==> config.mk <==
export PLATFORM = sky130hd
export DESIGN_NAME = esop_pattern_gen
export DESIGN_NICKNAME = d
export VERILOG_FILES = /design/src/rtl/esop_tpg_pkg.sv /design/src/rtl/esop_tpg_ctrl.sv /design/src/rtl/esop_tpg_chain.sv /design/src/rtl/esop_tpg_outmux.sv /design/src/rtl/esop_pattern_gen.sv
export SDC_FILE = /design/constraint.sdc
export NUM_CORES = 1
export LEC_CHECK = 0
export BUFFER_PORTS_ARGS = -buffer_cell sky130_fd_sc_hd__buf_2
export CAP_MARGIN = 20
export CELL_PAD_IN_SITES_DETAIL_PLACEMENT = 1
export CELL_PAD_IN_SITES_GLOBAL_PLACEMENT = 1
export CORE_MARGIN = 5
export CORE_UTILIZATION = 30
export CTS_BUF_LIST = sky130_fd_sc_hd__clkbuf_16
export CTS_CLUSTER_DIAMETER = 150
export DETAILED_ROUTE_END_ITERATION = 10
export GPL_TIMING_DRIVEN = 0
export PLACE_DENSITY = 0.66
export SLEW_MARGIN = 15
export SYNTH_ARGS = -nofsm -noshare
export SYNTH_HDL_FRONTEND = slang
export SYNTH_SLANG_ARGS = --single-unit
==> constraint.sdc <==
create_clock -name clk -period 3.2 [get_ports clk]
set_input_delay 0.32 -clock clk [delete_from_list [all_inputs] [get_ports clk]]
set_output_delay 0.32 -clock clk [all_outputs]
set_load 0.005 [all_outputs]
==> src/rtl/esop_tpg_pkg.sv <==
// Package: shared state type and fixed-vector decode for the ESOP pattern
// generator. Assumes the three-bit encoding below, where the six fixed
// states are consecutive so that the sequencer steps them by increment.
package esop_tpg_pkg;

    typedef enum logic [2:0] {
        ST_IDLE = 3'd0,
        ST_V1   = 3'd1,
        ST_V2   = 3'd2,
        ST_V3   = 3'd3,
        ST_V4   = 3'd4,
        ST_V5   = 3'd5,
        ST_V6   = 3'd6,
        ST_HALT = 3'd7
    } tpg_state_e;

    // Fixed vector: two control bits plus a flag selecting all-ones data.
    typedef struct packed {
        logic ctl_a;
        logic ctl_b;
        logic ones;
    } fixed_vec_t;

    function automatic fixed_vec_t fixed_lookup(input tpg_state_e st);
        fixed_vec_t v;
        v = '0;
        case (st)
            ST_V1:   v = '{ctl_a: 1'b0, ctl_b: 1'b0, ones: 1'b0};
            ST_V2:   v = '{ctl_a: 1'b0, ctl_b: 1'b0, ones: 1'b1};
            ST_V3:   v = '{ctl_a: 1'b0, ctl_b: 1'b1, ones: 1'b0};
            ST_V4:   v = '{ctl_a: 1'b0, ctl_b: 1'b1, ones: 1'b1};
            ST_V5:   v = '{ctl_a: 1'b1, ctl_b: 1'b0, ones: 1'b0};
            ST_V6:   v = '{ctl_a: 1'b1, ctl_b: 1'b1, ones: 1'b1};
            default: v = '0;
        endcase
        return v;
    endfunction

endpackage

==> src/rtl/esop_tpg_ctrl.sv <==
// Sequencer: three-flop state machine that steps through the six fixed
// vectors, then parks in HALT while the data chain walks its zero.
// Assumes chain_clear is high only when the chain holds no zero.
module esop_tpg_ctrl
    import esop_tpg_pkg::*;
(
    input  logic       clk,
    input  logic       rst_n,
    input  logic       start,
    input  logic       chain_clear,
    output tpg_state_e state,
    output logic       chain_set,
    output logic       chain_shift,
    output logic       chain_bit
);

    tpg_state_e state_nx;
    logic       can_launch;

    // Launch is allowed from idle, or from HALT once the walk has finished.
    assign can_launch = (state == ST_IDLE) || (state == ST_HALT && chain_clear);

    // Next-state selection.
    always_comb begin
        state_nx = state;
        if (can_launch && start) begin
            state_nx = ST_V1;
        end else begin
            case (state)
                ST_V1:   state_nx = ST_V2;
                ST_V2:   state_nx = ST_V3;
                ST_V3:   state_nx = ST_V4;
                ST_V4:   state_nx = ST_V5;
                ST_V5:   state_nx = ST_V6;
                ST_V6:   state_nx = ST_HALT;
                default: state_nx = state;
            endcase
        end
    end

    // State register with synchronous reset.
    always_ff @(posedge clk) begin
        if (!rst_n) state <= ST_IDLE;
        else        state <= state_nx;
    end

    // Chain controls: preload ones early, inject the zero on V6, then shift ones.
    always_comb begin
        chain_set   = (state != ST_V6) && (state != ST_HALT);
        chain_shift = (state == ST_V6) || (state == ST_HALT);
        chain_bit   = (state != ST_V6);
    end

    AST_START_LAUNCH: assert property (@(posedge clk) disable iff (!rst_n)
        (state == ST_IDLE && start) |=> (state == ST_V1));

    AST_FIXED_STEP: assert property (@(posedge clk) disable iff (!rst_n)
        (state inside {ST_V1, ST_V2, ST_V3, ST_V4, ST_V5})
        |=> (state == tpg_state_e'($past(state) + 3'd1)));

    AST_RUN_NO_RELAUNCH: assert property (@(posedge clk) disable iff (!rst_n)
        (state == ST_HALT && !chain_clear) |=> (state == ST_HALT));

endmodule

==> src/rtl/esop_tpg_chain.sv <==
// Data chain: one flop per data input. It is set to all ones in parallel,
// then shifted from bit 0 upward. Assumes set and shift never overlap.
// Any width of one or more is supported.
module esop_tpg_chain #(
    parameter int WIDTH = 8
) (
    input  logic             clk,
    input  logic             rst_n,
    input  logic             set_all,
    input  logic             shift_en,
    input  logic             shift_bit,
    output logic [WIDTH-1:0] bits,
    output logic             all_ones
);

    for (genvar i = 0; i < WIDTH; i++) begin : g_cell
        logic feed;
        if (i == 0) begin : g_head
            assign feed = shift_bit;
        end else begin : g_body
            assign feed = bits[i-1];
        end

        // One cell: reset or set to 1, otherwise take the neighbour when shifting.
        always_ff @(posedge clk) begin
            if (!rst_n || set_all) bits[i] <= 1'b1;
            else if (shift_en)     bits[i] <= feed;
        end
    end

    assign all_ones = &bits;

    AST_SINGLE_ZERO: assert property (@(posedge clk) disable iff (!rst_n)
        ($countones(~bits) <= 1));

endmodule

==> src/rtl/esop_tpg_outmux.sv <==
// Output stage: turns sequencer state and chain contents into the
// control lines, data pattern and the valid/done flags. Purely combinational.
module esop_tpg_outmux
    import esop_tpg_pkg::*;
#(
    parameter int WIDTH = 8
) (
    input  tpg_state_e       state,
    input  logic [WIDTH-1:0] chain,
    input  logic             chain_clear,
    output logic             sel_a,
    output logic             sel_b,
    output logic [WIDTH-1:0] data_o,
    output logic             vec_valid,
    output logic             done
);

    fixed_vec_t fv;

    // Decode the fixed vector for the current state.
    assign fv = fixed_lookup(state);

    // Select between fixed patterns, the walking chain and the idle value.
    always_comb begin
        sel_a     = 1'b0;
        sel_b     = 1'b0;
        data_o    = '0;
        vec_valid = 1'b0;
        done      = 1'b0;
        case (state)
            ST_IDLE: ;
            ST_HALT: begin
                data_o    = chain;
                vec_valid = !chain_clear;
                done      = chain_clear;
            end
            default: begin
                sel_a     = fv.ctl_a;
                sel_b     = fv.ctl_b;
                data_o    = {WIDTH{fv.ones}};
                vec_valid = 1'b1;
            end
        endcase
    end

endmodule

==> src/rtl/esop_pattern_gen.sv <==
// Top: deterministic test pattern generator for a two-level AND-EXOR
// network with N_IN data inputs. One start yields N_IN+6 vectors, after
// which done is raised and the outputs hold. Requires N_IN >= 1.
module esop_pattern_gen
    import esop_tpg_pkg::*;
#(
    parameter int N_IN = 8
) (
    input  logic            clk,
    input  logic            rst_n,
    input  logic            start,
    output logic            sel_a,
    output logic            sel_b,
    output logic [N_IN-1:0] data_o,
    output logic            vec_valid,
    output logic            done
);

    tpg_state_e      state;
    logic            chain_set;
    logic            chain_shift;
    logic            chain_bit;
    logic            chain_clear;
    logic [N_IN-1:0] chain;

    esop_tpg_ctrl u_ctrl (
        .clk         (clk),
        .rst_n       (rst_n),
        .start       (start),
        .chain_clear (chain_clear),
        .state       (state),
        .chain_set   (chain_set),
        .chain_shift (chain_shift),
        .chain_bit   (chain_bit)
    );

    esop_tpg_chain #(.WIDTH(N_IN)) u_chain (
        .clk       (clk),
        .rst_n     (rst_n),
        .set_all   (chain_set),
        .shift_en  (chain_shift),
        .shift_bit (chain_bit),
        .bits      (chain),
        .all_ones  (chain_clear)
    );

    esop_tpg_outmux #(.WIDTH(N_IN)) u_out (
        .state       (state),
        .chain       (chain),
        .chain_clear (chain_clear),
        .sel_a       (sel_a),
        .sel_b       (sel_b),
        .data_o      (data_o),
        .vec_valid   (vec_valid),
        .done        (done)
    );

    AST_WALK_CTRL_LOW: assert property (@(posedge clk) disable iff (!rst_n)
        (state == ST_HALT) |-> (!sel_a && !sel_b));

    AST_DONE_QUIET: assert property (@(posedge clk) disable iff (!rst_n)
        done |-> (!vec_valid && (&data_o)));

    AST_DONE_HOLD: assert property (@(posedge clk) disable iff (!rst_n)
        (done && !start) |=> (done && $stable(data_o)));

    AST_RESTART: assert property (@(posedge clk) disable iff (!rst_n)
        (done && start) |=> (vec_valid && !sel_a && !sel_b && data_o == '0));

endmodule

==> run_results.csv <==
group,metric,value,unit
final_layout,fin_util,0.412,
global_routing,grtUsageMet2,0.157,
timing,setup_viol,0,
critical_path,path_cells,"buf_6 > nor2_1 > nor2_1 > a21o_2 > buf_2",
die,die_h,51.9,um
logic_synthesis,ys.warnings.count,0,
die,initial_utilization,0.311,
pwr,peakVddDrop,261,uV
place,dp_hpwl,849,um
global_routing,grt_max_degree,11,
clocking,cts_hold_buf,0,
drt,num_vias,438,
die,rows,15,
clocking,cts_resized,0,
logic_synthesis,syn-num-nets,57,
die,fp.dieW,51.9,um
global_routing,antenna_found_initial,0,
critical_path,crit_path_end_kind,"output port",
die,coreArea,1690,um2
critical_path,arrival,1.43,ns
timing,fin_crit,1.75,ns
global_routing,grt.busiest_layer,"met2",
pwr,leakagePower,0.369,nW
critical_path,cp_common_cell,"nor2_1",
drt,drc,0,
critical_path,cp_slowest_cell,"nor2_1",
final_layout,final_cells,89,
timing,hold_viol_final,0,
timing,period_share,0.546,
global_routing,grt_pass1_wl,2.06,mm
pwr,switching_power,0.0845,mW
logic_synthesis,synth_cells,54,
pwr,swShare,0.201,
critical_path,r2r_cells,4,
clocking,htreeDepth,1,
critical_path,cp_slowest_stage_delay,0.43,ns
drt,drtIter0Drc,5,
critical_path,r2r_slack,2.06,ns
pwr,totalPowerFinal,0.420,mW
critical_path,worstSetupStartpointType,"flop",
timing,fin_skew,0.00215,ns
clocking,clk_latency,0.23,ns
critical_path,crit_family,"simple AND/OR/NAND/NOR gates",
clocking,cts_setup_buffers,0,
drt,finalWirelength,1.15,mm
place,port_buffers,14,
place,dp_cells,85,
drt,wire_per_inst,13.0,um
logic_synthesis,synth.avg_cell_area,9.73,um2
die,pin_count,15,
final_layout,final_nets,76,
hold_path,holdPathEnd,"u_ctrl.state[2]",
logic_synthesis,synth_seq_cells,11,
clocking,clk_path_buf_depth,2,
timing,rsz0062_at_grt,"false",
pwr,p_comb_frac,0.142,
global_routing,met3_usage,0.0287,
global_routing,grt_pass1_vias,441,
die,die-area,2690,um2
pwr,intPower,0.335,mW
timing,max_clock_freq,0.572,GHz
outcome,outcome,"finished, final reports clean",
drt,via_per_inst,4.92,
critical_path,path_class,"flop to output port",
logic_synthesis,synth_most_common_cell,"dfxtp_1",
timing,final_max_slew_viol_count,0,
hold_path,min-delay-start,"start",
timing,fin_setup_tns,0,ns
logic_synthesis,synth_edf_count,0,
timing,hold_slack,0.300,ns
clocking,cts_tree,"yes",
logic_synthesis,synth_area,526,um2
final_layout,drive_above_1_share,0.458,
final_layout,diodes,0,
timing,worstMarginPinSlew,0.563,ns
drt,postRouteAntennaNets,0,
clocking,cts.sinks,11,
hold_path,holdCritPathClass,"input pin to flop",
clocking,cts_made_buffers,3,
critical_path,regToRegEndpoint,"u_ctrl.state[1]",
pwr,power_density,603,nW/um2
flow_run,max-cap-violations,0,
global_routing,grtUsageTotal,0.106,
logic_synthesis,synthDistinctLibCells,21,
place,gp_congestion,0.655,
global_routing,overflow,0,
critical_path,cp_max_fo,10,
timing,maxSlewHeadroom,0.623,
critical_path,rr_startpoint,"u_ctrl.state[0]",
logic_synthesis,synth_seq_area_share,0.419,
logic_synthesis,ys_top_cells_by_count,"11 x dfxtp_1, 9 x a21o_2, 8 x or2_1",
drt,first_pass_iters,4,
logic_synthesis,ys_async_sr_fraction,0,
logic_synthesis,yosys-top-cells-area,"dfxtp_1 42%, a21o_2 15%, or2_1 9.5%, buf_6 4.3%, buf_8 2.9%",
critical_path,required,2.88,ns
clocking,root_buffer,"clkbuf_16",
logic_synthesis,synth-main-ff-cell,"dfxtp_1",
hold_path,hold_depth,2,
final_layout,fillers,201,
global_routing,grt_util_met1,0.134,
final_layout,syn_to_final_growth,32.4,%
logic_synthesis,synth_top_cell_by_area,"dfxtp_1",
logic_synthesis,synth_top_area_share,0.419,
pwr,sequentialPowerShare,0.338,
clocking,clkTransAtPathRegs,0.04,ns
critical_path,path_buf_inv,2,
pwr,power_frac_clock,0.520,
-- how the worst max path moves through the flow --
stage                 to  cells past startpoint             from
3_3_place_gp   data_o[0]                      5  u_ctrl.state[2]
3_5_place_dp   data_o[2]                      5  u_ctrl.state[2]
6_report       data_o[2]                      5  u_ctrl.state[2]
5_1_grt        data_o[2]                      4  u_ctrl.state[0]
4_1_cts        data_o[2]                      5  u_ctrl.state[2]
2_1_floorplan  data_o[0]                      4  u_ctrl.state[2]
-- kinds of logic (layout without fill, tap and decap cells) --
group,Yosys count,count (layout),synth area share
compound gates,14,14,0.207
flops,11,11,0.419
mux,1,1,0.0190
simple gates,23,23,0.257
xor+xnor,1,1,0.0167
buf+inv,4,22,0.0809
-- per-stage QoR --
step / instance area (um2) / setup slack, ns
after floorplan: 526 / 1.97
after global placement: 617 / 1.70
after detailed placement: 617 / 1.65
after CTS: 696 / 1.41
after global routing: 696 / 1.33
final: 696 / 1.45
-- power by group through the flow --
stage	clock network, mW	registers [mW]	logic (mW)
after floorplan	0	0.144	0.0373
final	0.218	0.142	0.0597
after CTS	0.224	0.142	0.0610
after detailed placement	0	0.144	0.0609
after global routing	0.233	0.142	0.0675
after global placement	0	0.144	0.0591
-- flip-flops by register name, indices dropped and copies added (netlist names) --
name,flops
u_chain.g_cell.feed,7
u_ctrl.state,3
u_chain.bits,1
-- layer usage --
metal / vias up / wire length, um
met5: - / 0
met4: 0 / 23
met3: 2 / 49
met2: 9 / 536
met1: 207 / 544
li1: 220 / -
-- placed cells by master, fill, tap and decap left out --
cell	synthesis	layout
nand4_1	2	2
and2_4	1	1
mux2i_1	1	1
buf_8	1	1
clkbuf_16	0	3
dfxtp_1	11	11
buf_2	1	15
nor3_1	1	1
xor2_1	1	1
buf_6	2	2
a21o_2	9	9
inv_1	0	1
o21ai_0	1	1
or2_1	8	8
nand2_4	1	1
o31ai_1	1	1
nor2_1	4	4
nor3_2	1	1
a21oi_1	2	2
a211oi_1	1	1
and2_1	1	1
nand2_1	3	3
nand3_1	1	1
-- layout make-up --
cell class                      count  area, um2  share of cell area
Clock buffer                        3       75.1               0.108
Multi-Input combinational cell     39        263               0.378
Buffer                              4       42.5              0.0612
Tap cell                           17       21.3              0.0306
Timing Repair Buffer               14       70.1               0.101
Clock inverter                      1       3.75             0.00540
Sequential cell                    11        220               0.317
Power figures use the tool's default switching activity.
